### config.mk
export PLATFORM = sky130hd
export DESIGN_NAME = pacc_timer_top
export DESIGN_NICKNAME = d
export VERILOG_FILES = /design/src/rtl/pacc_pkg.sv /design/src/rtl/pacc_edge_sync.sv /design/src/rtl/pacc_clk_src.sv /design/src/rtl/pacc_tmr_cnt.sv /design/src/rtl/pacc_timer_top.sv
export SDC_FILE = /design/constraint.sdc
export NUM_CORES = 1
export LEC_CHECK = 0
export BUFFER_PORTS_ARGS = -buffer_cell sky130_fd_sc_hd__buf_2
export CORE_MARGIN = 2
export CORE_UTILIZATION = 45
export CTS_CLUSTER_DIAMETER = 60
export DETAILED_ROUTE_END_ITERATION = 7
export PLACE_DENSITY = 0.74
export SLEW_MARGIN = 20
export SYNTH_ARGS = -nofsm -noshare
export SYNTH_HDL_FRONTEND = slang
export SYNTH_HIERARCHICAL = 1
export SYNTH_SLANG_ARGS = --single-unit
### constraint.sdc
create_clock -name clk_i -period 2.5 [get_ports clk_i]
set_input_delay 0.375 -clock clk_i [delete_from_list [all_inputs] [get_ports clk_i]]
set_output_delay 0.375 -clock clk_i [all_outputs]
set_load 0.03 [all_outputs]
### src/rtl/pacc_pkg.sv
package pacc_pkg;
  localparam logic [1:0] ADDR_CNT = 2'd0;
  localparam logic [1:0] ADDR_FLG = 2'd1;
  localparam logic [1:0] ADDR_CTL = 2'd2;

  typedef enum logic [1:0] {
    SRC_PRESC  = 2'd0,
    SRC_EVT    = 2'd1,
    SRC_DIV_LO = 2'd2,
    SRC_DIV_HI = 2'd3
  } clk_src_e;

  typedef struct packed {
    logic     tmr_en;
    logic     fast_clr;
    clk_src_e clk_sel;
    logic     edge_ie;
    logic     ovf_ie;
    logic     rise_sel;
    logic     acc_en;
  } ctl_t;
endpackage

### src/rtl/pacc_edge_sync.sv
module pacc_edge_sync (
  input  logic clk_i,
  input  logic rst_ni,
  input  logic pin_i,
  input  logic rise_sel_i,
  output logic edge_o
);
  logic s1_q, s2_q, s3_q;

  always_ff @(posedge clk_i or negedge rst_ni) begin
    if (!rst_ni) begin
      s1_q <= 1'b0;
      s2_q <= 1'b0;
      s3_q <= 1'b0;
    end else begin
      s1_q <= pin_i;
      s2_q <= s1_q;
      s3_q <= s2_q;
    end
  end

  assign edge_o = rise_sel_i ? (s2_q & ~s3_q) : (~s2_q & s3_q);
endmodule

### src/rtl/pacc_clk_src.sv
module pacc_clk_src
  import pacc_pkg::*;
#(
  parameter int LO_BITS   = 8,
  parameter int HI_BITS   = 16,
  parameter int PRESC_DIV = 64
) (
  input  logic     clk_i,
  input  logic     rst_ni,
  input  logic     evt_i,
  input  logic     acc_en_i,
  input  logic     tmr_en_i,
  input  clk_src_e sel_i,
  output logic     tick_o
);
  localparam int PW = (PRESC_DIV > 1) ? $clog2(PRESC_DIV) : 1;
  localparam logic [PW-1:0] PLAST = PW'(PRESC_DIV - 1);

  logic               presc_tick;
  logic [HI_BITS-1:0] div_q;
  logic               tap_lo, tap_hi;

  generate
    if (PRESC_DIV > 1) begin : g_presc
      logic [PW-1:0] pc_q;
      always_ff @(posedge clk_i or negedge rst_ni) begin
        if (!rst_ni)            pc_q <= '0;
        else if (!tmr_en_i)     pc_q <= '0;
        else if (pc_q == PLAST) pc_q <= '0;
        else                    pc_q <= pc_q + 1'b1;
      end
      assign presc_tick = tmr_en_i && (pc_q == PLAST);


      presc_gap_chk: assert property (@(posedge clk_i) disable iff (!rst_ni)
        presc_tick |=> !presc_tick);
    end else begin : g_nopresc
      assign presc_tick = tmr_en_i;
    end
  endgenerate

  always_ff @(posedge clk_i or negedge rst_ni) begin
    if (!rst_ni)    div_q <= '0;
    else if (evt_i) div_q <= div_q + 1'b1;
  end

  assign tap_lo = evt_i & (&div_q[LO_BITS-1:0]);
  assign tap_hi = evt_i & (&div_q);

  always_comb begin
    if (!acc_en_i) tick_o = presc_tick;
    else begin
      unique case (sel_i)
        SRC_PRESC:  tick_o = presc_tick;
        SRC_EVT:    tick_o = evt_i;
        SRC_DIV_LO: tick_o = tap_lo;
        default:    tick_o = tap_hi;
      endcase
    end
  end


  tap_nest_chk: assert property (@(posedge clk_i) disable iff (!rst_ni)
    tap_hi |-> tap_lo);

  presc_off_chk: assert property (@(posedge clk_i) disable iff (!rst_ni)
    !tmr_en_i |-> !presc_tick);
endmodule

### src/rtl/pacc_tmr_cnt.sv
module pacc_tmr_cnt #(
  parameter int TMR_W = 16
) (
  input  logic             clk_i,
  input  logic             rst_ni,
  input  logic             en_i,
  input  logic             tick_i,
  output logic [TMR_W-1:0] cnt_o
);
  always_ff @(posedge clk_i or negedge rst_ni) begin
    if (!rst_ni)            cnt_o <= '0;
    else if (en_i && tick_i) cnt_o <= cnt_o + 1'b1;
  end


  tmr_hold_chk: assert property (@(posedge clk_i) disable iff (!rst_ni)
    !en_i |=> $stable(cnt_o));
endmodule

### src/rtl/pacc_timer_top.sv
module pacc_timer_top
  import pacc_pkg::*;
#(
  parameter int ACC_W     = 16,
  parameter int AUX_W     = 8,
  parameter int LO_BITS   = 8,
  parameter int HI_BITS   = 16,
  parameter int PRESC_DIV = 64,
  parameter int TMR_W     = 16
) (
  input  logic             clk_i,
  input  logic             rst_ni,
  input  logic             evt_i,
  input  logic             aux_evt_i,
  input  logic [1:0]       reg_addr_i,
  input  logic             reg_we_i,
  input  logic             reg_re_i,
  input  logic [ACC_W-1:0] reg_wdata_i,
  output logic [ACC_W-1:0] reg_rdata_o,
  output logic             irq_o,
  output logic [TMR_W-1:0] timer_o
);
  localparam int NCH = 2;

  ctl_t             ctl_q;
  logic [ACC_W-1:0] acc_q;
  logic [AUX_W-1:0] aux_q;
  logic [1:0]       flg_q, flg_set, flg_clr;
  logic [NCH-1:0]   pins, edges;
  logic             acc_ev, aux_ev, acc_wrap, aux_wrap;
  logic             cnt_wr, cnt_touch, flg_wr, ctl_wr;
  logic             tmr_tick;

  assign pins = {aux_evt_i, evt_i};

  generate
    for (genvar i = 0; i < NCH; i++) begin : g_sync
      pacc_edge_sync u_sync (
        .clk_i      (clk_i),
        .rst_ni     (rst_ni),
        .pin_i      (pins[i]),
        .rise_sel_i (ctl_q.rise_sel),
        .edge_o     (edges[i])
      );
    end
  endgenerate

  assign acc_ev = edges[0] & ctl_q.acc_en;
  assign aux_ev = edges[1] & ctl_q.acc_en;

  assign cnt_wr    = reg_we_i && reg_addr_i == ADDR_CNT;
  assign cnt_touch = (reg_we_i || reg_re_i) && reg_addr_i == ADDR_CNT;
  assign flg_wr    = reg_we_i && reg_addr_i == ADDR_FLG;
  assign ctl_wr    = reg_we_i && reg_addr_i == ADDR_CTL;

  assign acc_wrap = acc_ev && !cnt_wr && (&acc_q);
  assign aux_wrap = aux_ev && (&aux_q);

  always_ff @(posedge clk_i or negedge rst_ni) begin
    if (!rst_ni)      acc_q <= '0;
    else if (cnt_wr)  acc_q <= reg_wdata_i;
    else if (acc_ev)  acc_q <= acc_q + 1'b1;
  end

  always_ff @(posedge clk_i or negedge rst_ni) begin
    if (!rst_ni)     aux_q <= '0;
    else if (aux_ev) aux_q <= aux_q + 1'b1;
  end

  always_comb begin
    flg_set = {acc_wrap | aux_wrap, acc_ev};
    flg_clr = flg_wr ? reg_wdata_i[1:0] : 2'b00;
    if (ctl_q.fast_clr && cnt_touch) flg_clr = 2'b11;
  end

  always_ff @(posedge clk_i or negedge rst_ni) begin
    if (!rst_ni) flg_q <= '0;
    else         flg_q <= (flg_q & ~flg_clr) | flg_set;
  end

  always_ff @(posedge clk_i or negedge rst_ni) begin
    if (!rst_ni)     ctl_q <= '0;
    else if (ctl_wr) ctl_q <= ctl_t'(reg_wdata_i[7:0]);
  end

  always_comb begin
    unique case (reg_addr_i)
      ADDR_CNT: reg_rdata_o = acc_q;
      ADDR_FLG: reg_rdata_o = ACC_W'(flg_q);
      ADDR_CTL: reg_rdata_o = ACC_W'(ctl_q);
      default:  reg_rdata_o = '0;
    endcase
  end

  assign irq_o = (flg_q[1] & ctl_q.ovf_ie) | (flg_q[0] & ctl_q.edge_ie);

  pacc_clk_src #(
    .LO_BITS   (LO_BITS),
    .HI_BITS   (HI_BITS),
    .PRESC_DIV (PRESC_DIV)
  ) u_src (
    .clk_i    (clk_i),
    .rst_ni   (rst_ni),
    .evt_i    (acc_ev),
    .acc_en_i (ctl_q.acc_en),
    .tmr_en_i (ctl_q.tmr_en),
    .sel_i    (ctl_q.clk_sel),
    .tick_o   (tmr_tick)
  );

  pacc_tmr_cnt #(.TMR_W(TMR_W)) u_tmr (
    .clk_i  (clk_i),
    .rst_ni (rst_ni),
    .en_i   (ctl_q.tmr_en),
    .tick_i (tmr_tick),
    .cnt_o  (timer_o)
  );


  edge_flag_set_chk: assert property (@(posedge clk_i) disable iff (!rst_ni)
    acc_ev |=> flg_q[0]);

  acc_wrap_chk: assert property (@(posedge clk_i) disable iff (!rst_ni)
    (acc_ev && !cnt_wr && acc_q == '1) |=> (acc_q == '0 && flg_q[1]));

  w1c_chk: assert property (@(posedge clk_i) disable iff (!rst_ni)
    (flg_wr && reg_wdata_i[0] && !acc_ev) |=> !flg_q[0]);

  no_count_off_chk: assert property (@(posedge clk_i) disable iff (!rst_ni)
    (!ctl_q.acc_en && !cnt_wr) |=> $stable(acc_q));
endmodule

==> impl_metrics.yaml, run 1 <==
routing:
  ant_nets: 0
  drt_iter0_drc: 125
  wl_um: 7382
  vias_per_cell: 5.190
  num_vias: 2756
  firstDrtPassIters: 4
  wl_per_cell_um: 13.90
  post-route-drc-count: 0
final_layout:
  area_growth_pct: 17.52
  drive_gt1_share_pct: 26.06
  diodes: 0
  final_nets: 450
  design_area_um2: 4533
placement:
  place_area_um2: 4278
  port_buffers: 56
  globalplace.congestion: 0.7871
  pre_cts_ws_ps: 106.0
  post-dp-hpwl_um: 5339
cts:
  htree_num_levels: 3
  cts.path.max_buffers: 2
  clk_pin_slew_ps: 80
  numCtsBuffers: 9
  ctsHoldBuffers: 0
  cts.sinks: 78
  cts_tree: "built"
  clock_latency_ps: 340
  root_buffer: "clkbuf_8"
synthesis:
  synthFlopType: "dfrtp_1"
  async_reset_ff_share_pct: 100.0
  synth_nets: 386
  yosysUniqueCellTypes: 46
  yosysTopAreaCellShare_pct: 50.60
  synth_area_um2: 3857
  synth_top_area_cell: "dfrtp_1"
  synth_area_leaders: "dfrtp_1, xnor2_1, nand2_1"
  syn_inst: 357
  synth_area_per_cell_um2: 10.81
  yosysWarnings: 6
  synth_seq_cells: 78
  synth_edf_count: 0
  synth-seq-area-share_pct: 50.60
status:
  outcome: "complete, no violations"
run:
  maxCapViolations: 0
grt:
  grt_pass1_vias: 2680
  antenna_found_initial: 0
  grt_max_degree: 52
  gr-usage-all-layers_pct: 17.74
  grt-ovfl-total: 0
  grt_pass1_wl_um: 12610
critical_path:
  critPathCaptureType: "flop"
  path_max_fanout: 4
  critPathLaunchType: "flop"
  worstRegToRegCells: 11
  worstPathArrival_ps: 2620
  critPathRequiredTime_ps: 2780
  criticalPathCategory: "reg -> reg"
timing:
  tightest_slew_ps: 656.8
  setup_viol: 0
  relSlewSlack_pct: 56.21
  period_share_pct: 93.60
  final-max-slew-violation-count: 0
  hold_viol: 0
  finalCriticalPeriod_ps: 2340
  setup_ws_ps: 159.9
  fin_skew_ps: 5.744
  fmax_ghz: 0.4273
floorplanning:
  num_io_pins: 57
  row_count: 33
  coreArea_um2: 8258
  die_area_um2: 9329
  die_y_um: 96.59
  dieWidth_um: 96.59
  start_util_pct: 46.71
power:
  power_density_nw_per_um2: 725.8
  power_leakage_nw: 2.203
  vdd_drop_max_v: 0.0004273
worst_hold_path:
  hp-class: "in -> async"
==> power breakdown <==
group	leakage [nW]	switching [mW]	total, mW	internal [mW]
combinational	1.08	0.325	0.594	0.269
clock	0.108	0.449	1.03	0.586
sequential	1.01	0.224	1.66	1.44
==> logic make-up after synthesis <==
logic type,synth area share (%)
AND/OR/NAND/NOR,24.10
flip-flops,50.60
XOR/XNOR,11.55
AO/OA/AOI/OAI,4.120
multiplexers,6.066
buffers and inverters,1.946
adder cells (fa/ha/maj),1.622
==> final cells by class <==
| cell class | instances | area (um^2) |
|---|---|---|
| Tap cell | 105 | 131.4 |
| Clock buffer | 10 | 137.6 |
| Multi-Input combinational cell | 263 | 1853 |
| Inverter | 5 | 18.77 |
| Fill cell | 737 | 3725 |
| Clock inverter | 6 | 85.08 |
| Timing Repair Buffer | 64 | 355.3 |
| Sequential cell | 78 | 1952 |
==> per-stage QoR <==
stage	util (%)	power (mW)	setup TNS (ps)	cells	hold slack (ps)
finish	54.89	3.290	0	531	56.59
global route	54.89	3.490	-78.38	531	90.16
detailed placement	51.80	2.279	0	513	336.5
CTS	54.50	3.327	0	529	69.57
global placement	51.80	2.254	0	513	332.6
floorplan	-	2.068	0	357	79.41
==> worst paths after layout <==
| kind | start | slack [ps] | endpoint |
|---|---|---|---|
| setup / recovery | g_sync[0].u_sync/s2_q$_DFF_PN0_ | 160 | u_tmr/cnt_o[10]$_DFFE_PN0P_ |
| setup reg to reg | g_sync[0].u_sync/s2_q$_DFF_PN0_ | 160 | u_tmr/cnt_o[10]$_DFFE_PN0P_ |
| min in group clk_i | aux_evt_i | 140 | g_sync[1].u_sync/s1_q$_DFF_PN0_ |
| max in group asynchronous | rst_ni | 1880 | g_sync[0].u_sync/s1_q$_DFF_PN0_ |
| hold / removal | rst_ni | 60 | u_src/div_q[9]$_DFFE_PN0P_ |
| hold reg to reg | g_sync[0].u_sync/s1_q$_DFF_PN0_ | 350 | g_sync[0].u_sync/s2_q$_DFF_PN0_ |
==> routing by layer <==
layer  share of wire [%]  GRT usage (%)
met3                 4.3          5.198
met2                  49          28.41
met5                   0              0
met1                  45          23.47
met4                0.83          5.164
==> synthesized netlist by cell type (3+ instances only) <==
cell type,count
nor2_1,23
nand3_2,3
and3b_1,5
inv_1,5
a211o_1,4
nand3_1,20
o21ai_0,16
xor2_1,17
nand4_1,13
nor3_1,10
and3_1,5
nand2_1,41
clkbuf_1,6
nor2b_1,3
mux2_2,11
ha_1,5
dfrtp_1,78
or4_1,4
and2_1,11
mux2i_1,11
xnor2_1,32
nor4_1,4
==> cell usage in the layout, fill, tap and decap left out, types with 8 or more instances in the layout <==
master    instances
nand3_1          20
dfrtp_1          78
buf_2            55
clkbuf_8         10
mux2_2           11
nand4_1          13
xor2_1           17
and2_1           11
nor2_1           23
o21ai_0          16
nand2_1          40
mux2i_1          11
buf_4             8
xnor2_1          32
nor3_1           10
==> state kept, by name, summed over array words and instances (netlist names) <==
signal and cells:
acc_q 16, aux_q 8, ctl_q 8, flg_q 2
g_sync.u_sync/s1_q 2, g_sync.u_sync/s2_q 2, g_sync.u_sync/s3_q 2, u_src/div_q 16
u_src/g_presc.pc_q 6, u_tmr/cnt_o 16
==> repair_timing <==
| action | in CTS | in global routing |
|---|---|---|
| setup buffers | 0 | 2 |
| gates resized for setup | 0 | 3 |
| endpoints found under the setup margin | 0 | 10 |
==> critical path, stage by stage, from the launching register on <==
cell and delay [ps]:
dfrtp_1 390, nand2b_1 160, o21ai_2 210, nand2_2 120
inv_1 90, nand3_1 160, nor3_4 200, a41o_1 180
and2_2 190, and3_4 210, and4_4 240, xor2_2 130
Note: power is estimated with default switching activity, not from simulation.
==> inputs of run 2 (changes only) <==
==> constraint.sdc (replaced) <==
create_clock -name clk_i -period 2.5 [get_ports clk_i]
set_input_delay 0 -clock clk_i [delete_from_list [all_inputs] [get_ports clk_i]]
set_output_delay 0 -clock clk_i [all_outputs]
set_load 0.03 [all_outputs]
==> impl_metrics.yaml, run 2 (same netlist as run 1, synthesis figures left out) <==
final_layout:
  final.fill_count: 726
  mostFrequentLayoutCell: "dfrtp_1"
  mostFrequentLayoutCells: "dfrtp_1, buf_2, nand2_1"
  diodes: 0
  final_util_pct: 56.97
  drive_gt1_share_pct: 24.66
  regArea_um2: 1952
  final_nets: 466
  design_area_um2: 4705
  reg_top3: "acc_q x16, u_src/div_q x16, u_tmr/cnt_o x16"
  area_growth_pct: 21.96
  multi_input_area_um2: 1859
  fin_cells: 547
routing:
  vias_per_cell: 5.298
  firstDrtPassIters: 4
  wl_um: 7812
  post-route-drc-count: 0
  ant_nets: 0
  drt_iter0_drc: 106
  wl_per_cell_um: 14.28
  num_vias: 2898
timing:
  rsz0062_at_grt: "no"
  relSlewSlack_pct: 33.88
  fin_setup_tns_ps: 0
  setup_ws_ps: 189.2
  whs_ps: 39.13
  finalCriticalPeriod_ps: 2311
  fin_skew_ps: 8.648
  setup_viol: 0
  period_share_pct: 92.43
  fmax_ghz: 0.4328
  tightest_slew_ps: 991.8
  final-max-slew-violation-count: 0
  hold_viol: 0
placement:
  globalplace.congestion: 0.7751
  port_buffers: 56
  pre_cts_ws_ps: 124.5
  place_area_um2: 4250
  post-dp-hpwl_um: 5340
  dp.cells: 511
power:
  power_switching_mw: 1.027
  p_clk_share_pct: 32.2
  vdd_drop_max_v: 0.0004090
  p_sw_share_pct: 30.53
  p_seq_share_pct: 49.5
  p_int_mw: 2.335
  p_comb_share_pct: 18.3
  power_mw: 3.362
  power_leakage_nw: 2.270
  power_density_nw_per_um2: 714.6
run:
  maxCapViolations: 0
critical_path:
  worstPathArrival_ps: 2590
  critPathCaptureType: "flop"
  critPathRequiredTime_ps: 2780
  criticalPathCategory: "reg -> reg"
  crit_family: "simple AND/OR/NAND/NOR gates"
  max_stage_delay_ps: 390
  slowest_stage: "dfrtp_1"
  path_max_fanout: 4
  path_buf_inv: 1
  critPathLaunchType: "flop"
  path_cells: "nand2b_1 > o21ai_2 > nand2_2 > inv_1 > nand3_2 > nor3_4 > a41o_1 > and2_4 > and3_4 > and4_4 > xor2_2"
cts:
  clk_pin_slew_ps: 80
  root_buffer: "clkbuf_8"
  numCtsBuffers: 9
  htree_num_levels: 3
  cts_tree: "built"
  cts.path.max_buffers: 2
  cts.sinks: 78
  clock_latency_ps: 350
grt:
  antenna_found_initial: 0
  grt_pass1_wl_um: 12870
  grt_pass1_vias: 2786
  grt_max_degree: 79
  grt-ovfl-total: 0
  gr-usage-all-layers_pct: 17.82
floorplanning:
  die_area_um2: 9329
  dieWidth_um: 96.59
  start_util_pct: 46.71
  die_y_um: 96.59
  row_count: 33
  num_io_pins: 57
  coreArea_um2: 8258
status:
  outcome: "complete, no violations"
worst_hold_path:
  hp-class: "in -> reg"
run 2: changes by cell type in the layout (fill, tap and decap cells not counted), sizes merged:
cell and delta:
buf -3, clkbuf +1, clkinvlp -1, dlygate4sd3 +19
run 2: cell type report:
type                       count  share of cell area (%)
clock inverter                 5                   1.729
multi-input combinational    263                   39.52
timing repair buffer          80                   10.85
tap                          105                   2.793
sequential                    78                   41.49
inverter                       5                  0.3989
clock buffer                  11                   3.218
run 2: final timing paths:
kind                       cells after the start  slack [ps]                               to                       startpoint
min in group asynchronous                      2         320       u_src/div_q[7]$_DFFE_PN0P_                           rst_ni
max in group asynchronous                      2        1500  u_src/g_presc.pc_q[1]$_DFF_PN0_                           rst_ni
max reg2reg                                   11         190      u_tmr/cnt_o[10]$_DFFE_PN0P_  g_sync[0].u_sync/s2_q$_DFF_PN0_
min                                            4          40               flg_q[0]$_DFF_PN0_                         reg_re_i
max                                           11         190      u_tmr/cnt_o[10]$_DFFE_PN0P_  g_sync[0].u_sync/s2_q$_DFF_PN0_
min reg2reg                                    0         350  g_sync[0].u_sync/s2_q$_DFF_PN0_  g_sync[0].u_sync/s1_q$_DFF_PN0_
run 2: what timing repair did:
action,4_1_cts,5_1_grt
hold buffers,19,0
resized for setup,0,5
setup buffers,0,1
endpoints found under the setup margin,0,14
endpoints found under the hold margin,106,0
run 2: worst register-to-register path, stage by stage, from the launching register on:
cell and delay (ps):
dfrtp_1 390, nand2b_1 160, o21ai_2 230, nand2_2 120, inv_1 100, nand3_2 130
nor3_4 190, a41o_1 190, and2_4 170, and3_4 210, and4_4 230, xor2_2 120
run 2: per-layer routing:
layer,wire [um],up-vias,GRT usage (%)
li1,-,1408,-
met1,3484,1423,21.30
met2,3894,59,30.96
met3,341,8,4.965
met4,92,0,5.986
met5,0,-,0
run 2: power groups by stage:
stage | Clock (mW) | Combinational, mW | Sequential (mW)
floorplan | 0 | 0.441 | 1.63
global route | 1.16 | 0.688 | 1.70
global placement | 0 | 0.574 | 1.67
finish | 1.08 | 0.615 | 1.66
CTS | 1.11 | 0.620 | 1.66
detailed placement | 0 | 0.597 | 1.68
